[config.mk]
export PLATFORM = sky130hd
export DESIGN_NAME = lowpar_bus_guard
export DESIGN_NICKNAME = d
export VERILOG_FILES = /design/src/rtl/lowpar_pkg.sv /design/src/rtl/lowpar_calc.sv /design/src/rtl/lowpar_gen.sv /design/src/rtl/lowpar_chk.sv /design/src/rtl/lowpar_bus_guard.sv
export SDC_FILE = /design/constraint.sdc
export NUM_CORES = 1
export LEC_CHECK = 0
export ABC_AREA = 1
export BUFFER_PORTS_ARGS = -buffer_cell sky130_fd_sc_hd__buf_2
export CAP_MARGIN = 20
export CORE_MARGIN = 5
export CORE_UTILIZATION = 35
export CTS_BUF_LIST = sky130_fd_sc_hd__clkbuf_4
export DETAILED_ROUTE_END_ITERATION = 16
export PLACE_DENSITY = 0.69
export SETUP_SLACK_MARGIN = 0.2
export SLEW_MARGIN = 30
export SYNTH_ARGS = -nofsm -noshare
export SYNTH_HDL_FRONTEND = slang
export SYNTH_HIERARCHICAL = 1
export SYNTH_SLANG_ARGS = --single-unit
export TNS_END_PERCENT = 20
[constraint.sdc]
create_clock -name clk -period 1.35 [get_ports clk]
set_input_delay 0.2025 -clock clk [delete_from_list [all_inputs] [get_ports clk]]
set_output_delay 0.2025 -clock clk [all_outputs]
set_load 0.05 [all_outputs]
[src/rtl/lowpar_pkg.sv]
package lowpar_pkg;
  localparam int unsigned REQ_CODE_W = 5;
  localparam int unsigned RSP_STAT_W = 3;
endpackage

[src/rtl/lowpar_calc.sv]
module lowpar_calc #(
  parameter int unsigned W = 6
) (
  input  logic [W-1:0] pins_n_i,
  output logic         par_o
);
  // Count of low pins is the XOR of inverted levels; even count -> high.
  logic [W-1:0] low_mask;
  assign low_mask = ~pins_n_i;
  assign par_o    = ~(^low_mask);
endmodule

[src/rtl/lowpar_gen.sv]
module lowpar_gen #(
  parameter int unsigned W           = 6,
  parameter bit          IDLE_EXEMPT = 1'b0
) (
  input  logic         clk,
  input  logic         rst_n,
  input  logic         drv_i,
  input  logic [W-1:0] pins_n_i,
  output logic [W-1:0] pins_n_o,
  output logic         par_o,
  output logic         oe_o
);
  logic par_d;
  logic idle_pat;
  logic drive_d;

  lowpar_calc #(.W(W)) u_calc (
    .pins_n_i (pins_n_i),
    .par_o    (par_d)
  );

  assign idle_pat = &pins_n_i;
  assign drive_d  = drv_i && (!IDLE_EXEMPT || !idle_pat);

  always_ff @(posedge clk) begin
    if (!rst_n) begin
      pins_n_o <= '1;
      par_o    <= 1'b1;
      oe_o     <= 1'b0;
    end else if (drive_d) begin
      pins_n_o <= pins_n_i;
      par_o    <= par_d;
      oe_o     <= 1'b1;
    end else begin
      pins_n_o <= '1;
      par_o    <= 1'b1;
      oe_o     <= 1'b0;
    end
  end

  // driven parity agrees with a count of low pins
  a_r2_par_even_lows: assert property (@(posedge clk) disable iff (!rst_n)
    oe_o |-> (par_o == ($countones(~pins_n_o) % 2 == 0)));

  // undriven group rests at all-high
  a_r4_idle_level: assert property (@(posedge clk) disable iff (!rst_n)
    !oe_o |-> ((&pins_n_o) && par_o));

  // drive input low disables on the next clock
  a_r4_drop_enable: assert property (@(posedge clk) disable iff (!rst_n)
    !drv_i |=> !oe_o);

  generate
    if (IDLE_EXEMPT) begin : g_exempt
      // idle status is never actively driven
      a_r6_no_idle_drive: assert property (@(posedge clk) disable iff (!rst_n)
        oe_o |-> !(&pins_n_o));
    end
  endgenerate
endmodule

[src/rtl/lowpar_chk.sv]
module lowpar_chk #(
  parameter int unsigned W = 6
) (
  input  logic         clk,
  input  logic         rst_n,
  input  logic         vld_i,
  input  logic [W-1:0] pins_n_i,
  input  logic         par_i,
  output logic         err_o
);
  logic par_exp;

  lowpar_calc #(.W(W)) u_calc (
    .pins_n_i (pins_n_i),
    .par_o    (par_exp)
  );

  always_ff @(posedge clk) begin
    if (!rst_n) err_o <= 1'b0;
    else        err_o <= vld_i && (par_i != par_exp);
  end

  // a flag only follows a qualified sample
  a_r8_err_needs_valid: assert property (@(posedge clk) disable iff (!rst_n)
    err_o |-> $past(vld_i));

  // qualified mismatch by count always flags next clock
  a_r7_mismatch_flags: assert property (@(posedge clk) disable iff (!rst_n)
    (vld_i && (par_i != ($countones(~pins_n_i) % 2 == 0))) |=> err_o);

  // qualified match clears the flag next clock
  a_r10_match_clears: assert property (@(posedge clk) disable iff (!rst_n)
    (vld_i && (par_i == ($countones(~pins_n_i) % 2 == 0))) |=> !err_o);
endmodule

[src/rtl/lowpar_bus_guard.sv]
module lowpar_bus_guard
  import lowpar_pkg::*;
#(
  parameter int unsigned CODE_W = REQ_CODE_W,
  parameter int unsigned STAT_W = RSP_STAT_W
) (
  input  logic              clk,
  input  logic              rst_n,
  input  logic              req_drv_i,
  input  logic              req_strb_n_i,
  input  logic [CODE_W-1:0] req_code_n_i,
  output logic              req_strb_n_o,
  output logic [CODE_W-1:0] req_code_n_o,
  output logic              req_par_o,
  output logic              req_oe_o,
  input  logic              rsp_drv_i,
  input  logic [STAT_W-1:0] rsp_stat_n_i,
  output logic [STAT_W-1:0] rsp_stat_n_o,
  output logic              rsp_par_o,
  output logic              rsp_oe_o,
  input  logic              req_mon_vld_i,
  input  logic              req_mon_strb_n_i,
  input  logic [CODE_W-1:0] req_mon_code_n_i,
  input  logic              req_mon_par_i,
  output logic              req_perr_o,
  input  logic              rsp_mon_vld_i,
  input  logic [STAT_W-1:0] rsp_mon_stat_n_i,
  input  logic              rsp_mon_par_i,
  output logic              rsp_perr_o
);
  localparam int unsigned REQ_W = CODE_W + 1;

  logic [REQ_W-1:0] req_pins_q;

  lowpar_gen #(.W(REQ_W), .IDLE_EXEMPT(1'b0)) u_req_gen (
    .clk      (clk),
    .rst_n    (rst_n),
    .drv_i    (req_drv_i),
    .pins_n_i ({req_strb_n_i, req_code_n_i}),
    .pins_n_o (req_pins_q),
    .par_o    (req_par_o),
    .oe_o     (req_oe_o)
  );

  assign req_strb_n_o = req_pins_q[REQ_W-1];
  assign req_code_n_o = req_pins_q[CODE_W-1:0];

  lowpar_gen #(.W(STAT_W), .IDLE_EXEMPT(1'b1)) u_rsp_gen (
    .clk      (clk),
    .rst_n    (rst_n),
    .drv_i    (rsp_drv_i),
    .pins_n_i (rsp_stat_n_i),
    .pins_n_o (rsp_stat_n_o),
    .par_o    (rsp_par_o),
    .oe_o     (rsp_oe_o)
  );

  lowpar_chk #(.W(REQ_W)) u_req_chk (
    .clk      (clk),
    .rst_n    (rst_n),
    .vld_i    (req_mon_vld_i),
    .pins_n_i ({req_mon_strb_n_i, req_mon_code_n_i}),
    .par_i    (req_mon_par_i),
    .err_o    (req_perr_o)
  );

  lowpar_chk #(.W(STAT_W)) u_rsp_chk (
    .clk      (clk),
    .rst_n    (rst_n),
    .vld_i    (rsp_mon_vld_i),
    .pins_n_i (rsp_mon_stat_n_i),
    .par_i    (rsp_mon_par_i),
    .err_o    (rsp_perr_o)
  );

  // both flags clear on the first edge after reset
  a_r1_flags_after_reset: assert property (@(posedge clk)
    $rose(rst_n) |-> (!req_perr_o && !rsp_perr_o && !req_oe_o && !rsp_oe_o));
endmodule

# After elaboration in Yosys (flattened, before gate mapping)
# Cells that the tools add are included.
[word_totals]
ff_bits = 15
out_inout_bits = 15
wordCells = 31
[classes]
n_eq_ne = 2
mux = 2
bitwise_logic = 8
reduce_logical = 11
[ops]
columns = ["operator", "count"]
rows = [
  ["$not 6->6", 2],
  ["$reduce_xor 6->1", 2],
  ["$not 3->3", 2],
  ["$reduce_xor 3->1", 2],
  ["$not 1->1", 4],
  ["$reduce_and 2->1", 2],
  ["$logic_and 1x1->1", 3],
  ["$reduce_and 3->1", 1],
  ["$mux 1", 2],
  ["$ne 1x1->1", 2],
  ["$logic_not 1->1", 1],
]

# Depth between registers and ports, before layout
[depth]
word_depth = 5
mapped_depth = 10
mapped_depth_nobuf = 10

# Cells and area by module
# Netlist, hierarchy kept.
[modules_own_cells]
columns = ["mod", "instances", "cells_per_inst", "area_each_um2", "seq_area_each_um2"]
rows = [
  ["lowpar_gen (u_req_gen)", 1, 26, 294.0, 160.2],
  ["lowpar_calc (u_req_chk.u_calc ...)", 2, 24, 106.4, 0.0],
  ["lowpar_gen (u_rsp_gen)", 1, 17, 157.7, 100.1],
  ["lowpar_chk", 2, 7, 45.0, 20.0],
  ["lowpar_calc (u_rsp_chk.u_calc ...)", 2, 9, 35.0, 0.0],
]

# Worst setup path after synthesis
# Ideal clock, no wire load.
[synth_path]
path_kind = "input-to-reg"
startpoint = "input req_mon_code_n_i[0]"
endpoint = "register u_req_chk.err_o"
arrival_ps = 717
path_slack_ps = 519
path_stages = 8
path_cell_list = "nor2_1 -> nor2_2 -> nand2_1 -> nand2_1 -> nand2_1 -> nand2_1 -> nor2_1 -> nor2_2"
[synth_via]
elab_chain_len = 5
[synth_rtl]
columns = ["element", "line", "source"]
rows = [
  ["start: declaration", "lowpar_bus_guard.sv:23", "input logic [CODE_W-1:0] req_mon_code_n_i,"],
  ["$not 6->6", "lowpar_calc.sv:9", "assign low_mask = ~pins_n_i;"],
  ["$reduce_xor 6->1", "lowpar_calc.sv:10", "assign par_o = ~(^low_mask);"],
  ["$not 1->1", "lowpar_calc.sv:10", ""],
  ["named net u_req_chk.par_exp", "lowpar_chk.sv:11", "logic par_exp;"],
  ["$ne 1x1->1", "lowpar_chk.sv:20", "else err_o <= vld_i && (par_i != par_exp);"],
  ["$logic_and 1x1->1", "lowpar_chk.sv:20", ""],
  ["end signal: assignment", "lowpar_chk.sv:20", ""],
  ["end: declaration", "lowpar_chk.sv:9", "output logic err_o"],
]
# The timed path passes the listed nets, and every way through them passes these cells.
# A chain may end at the register's enable or synchronous reset.

# Worst setup path after layout
[layout_path]
startpoint = "register u_rsp_chk.err_o"
endpoint = "output rsp_perr_o"
[layout_lines]
columns = ["element", "line", "source"]
rows = [
  ["start: declaration", "lowpar_chk.sv:9", ""],
  ["start signal: assignment", "lowpar_chk.sv:20", ""],
  ["end: declaration", "lowpar_bus_guard.sv:29", "output logic rsp_perr_o"],
]
# No word-level cell between the ends.

==> flow_summary.json <==
{
  "status": "finished, final reports clean",
  "ctsResizeCount": 0,
  "root_buffer": "clkbuf_4",
  "portBuffers": 40,
  "place_area_sq_um": 1037,
  "fin_area_sq_um": 1067,
  "grt_pass1_vias": 803,
  "cts_max_path_buffers": 2,
  "min_path_type": "in2reg",
  "ctsHoldBuffers": 0,
  "crit_buf_inv": 1,
  "post-route-period-util": 0.7822,
  "finalPower_mw": 1.024,
  "holdWs_ps": 154.4,
  "hold_viol_final": 0,
  "ios": 41,
  "stdcell_count": 193,
  "layout-drive-gt1-share": 0.3758,
  "fp.dieH_um": 58.54,
  "path_class": "reg2out",
  "ys_types": 12,
  "yosysTopAreaCell": "dfxtp_1",
  "cp_max_fo": 1,
  "vias_per_cell": 4.238,
  "drc_errors": 0,
  "setup_slack_ps": 294.0,
  "grt_setup_unrepaired": "no",
  "cp_slowest_stage_delay_ps": 320,
  "fp.dieArea_sq_um": 3426,
  "utilization": 0.4779,
  "post_cts_buffers": 0,
  "fmax_mhz": 947.0,
  "num_rows": 17,
  "maxCapViolCount": 0,
  "cts_tree": "yes",
  "setup_viol_count_final": 0,
  "grt-ovfl-total": 0,
  "fin_tns_setup_ps": 0,
  "dp.cells": 189,
  "tightest_slew_ps": 307.3,
  "cp_cell_sequence": "buf_2",
  "synth_top_area_share": 0.3642,
  "post-place-ws_ps": 329.4,
  "crit_slowest_cell": "dfxtp_1",
  "slew_headroom": 0.7951,
  "synth_common_cells": "nand2_1 (46), inv_1 (30), dfxtp_1 (15)",
  "fin_nets": 192,
  "grt_pass1_wl_mm": 3.049,
  "netlist_area_sq_um": 824.5,
  "ys_top_cells_by_area": "dfxtp_1 (36%), nand2_1 (21%), inv_1 (14%)",
  "slew_viol_final": 0,
  "ys_async_sr_fraction": 0,
  "hpwl_mm": 1.535,
  "synth_fp_nets": 149,
  "htree_levels": 1,
  "yosysMostFrequentCell": "nand2_1",
  "die_w_um": 58.54,
  "clkTransAtPathRegs_ps": 90,
  "grt_max_degree": 12,
  "synthFlopType": "dfxtp_1",
  "antenna_found_initial": 0,
  "fin_crit_ps": 1056,
  "cts_made_buffers": 3,
  "num_vias": 818,
  "ir_drop_mv": 0.4086,
  "yosysSeqAreaShare": 0.3642,
  "synth_cells": 123,
  "fillers": 240,
  "grt_use_total": 0.1155,
  "gp_congestion": 0.7334,
  "dr.pass1.iters": 6,
  "avgSynthCellArea_sq_um": 6.704,
  "crit_path_end_kind": "output port",
  "yosysWarnings": 6,
  "arrival_ps": 850,
  "diodes": 0,
  "syn_to_final_growth_pct": 29.44,
  "crit_family": "flip-flops",
  "cts.sinks": 15,
  "postRouteAntennaNets": 0,
  "initial_core_util": 0.3692,
  "core_sq_um": 2233,
  "p_leak_nw": 0.6767,
  "p_per_area_nw_per_um2": 959.2,
  "synth_edf_count": 0,
  "startpoint_type": "flip-flop",
  "worstPathRequired_ps": 1150,
  "drtIter0Drc": 18,
  "synth.ff_latch_count": 15,
  "wl_mm": 1.768,
  "post_drt_wl_per_cell_um": 9.161
}
cell type report:
cell class	instances	area (sq um)	share of cell area
well taps	28	35.03	0.03283
flip-flops and latches	15	300.3	0.2814
repair buffers	40	200.2	0.1876
clock buffers	4	30.03	0.02814
multi-input cells	73	377.9	0.3540
inverters	33	123.9	0.1161
final timing paths:
| check | from | to | slack (ps) | cells after the start |
|---|---|---|---|---|
| worst max-delay path | u_rsp_chk/err_o | rsp_perr_o | 290 | 1 |
| worst min-delay path | req_code_n_i[0] | u_req_gen/pins_n_o[0] | 150 | 3 |
power by group:
part	switching [mW]	internal, mW
Clock	0.137	0.134
Combinational	0.192	0.0925
Sequential	0.00400	0.464
layer usage:
layer / share of wire / global-route usage
met5: 0 / 0
met4: 0.013 / 0.05960
met3: 0.11 / 0.03728
met2: 0.50 / 0.2121
met1: 0.38 / 0.1144
cells by family (layout without fill, tap and decap cells):
kind of cell           count (synthesis)  in the layout  synth area share
XOR/XNOR                               2              2           0.03945
AND/OR/NAND/NOR                       71             71            0.4188
flip-flops                            15             15            0.3642
buffers and inverters                 35             77            0.1775
layout by cell type (no fill, tap or decap):
| master | n |
|---|---|
| buf_2 | 40 |
| clkbuf_4 | 4 |
| dfxtp_1 | 15 |
| inv_1 | 30 |
| inv_2 | 3 |
| nand2_1 | 46 |
| nand2_4 | 1 |
| nand3_1 | 7 |
| nand3_2 | 8 |
| nor2_1 | 4 |
| nor2_2 | 4 |
| or2_1 | 1 |
| xnor2_2 | 2 |
state kept, by name, indices dropped and copies added (netlist names):
register            count
u_req_gen/pins_n_o      6
u_rsp_gen/pins_n_o      3
u_req_chk/err_o         1
u_req_gen/oe_o          1
u_req_gen/par_o         1
u_rsp_chk/err_o         1
u_rsp_gen/oe_o          1
u_rsp_gen/par_o         1
No activity file was read; power rests on OpenSTA's default activity.
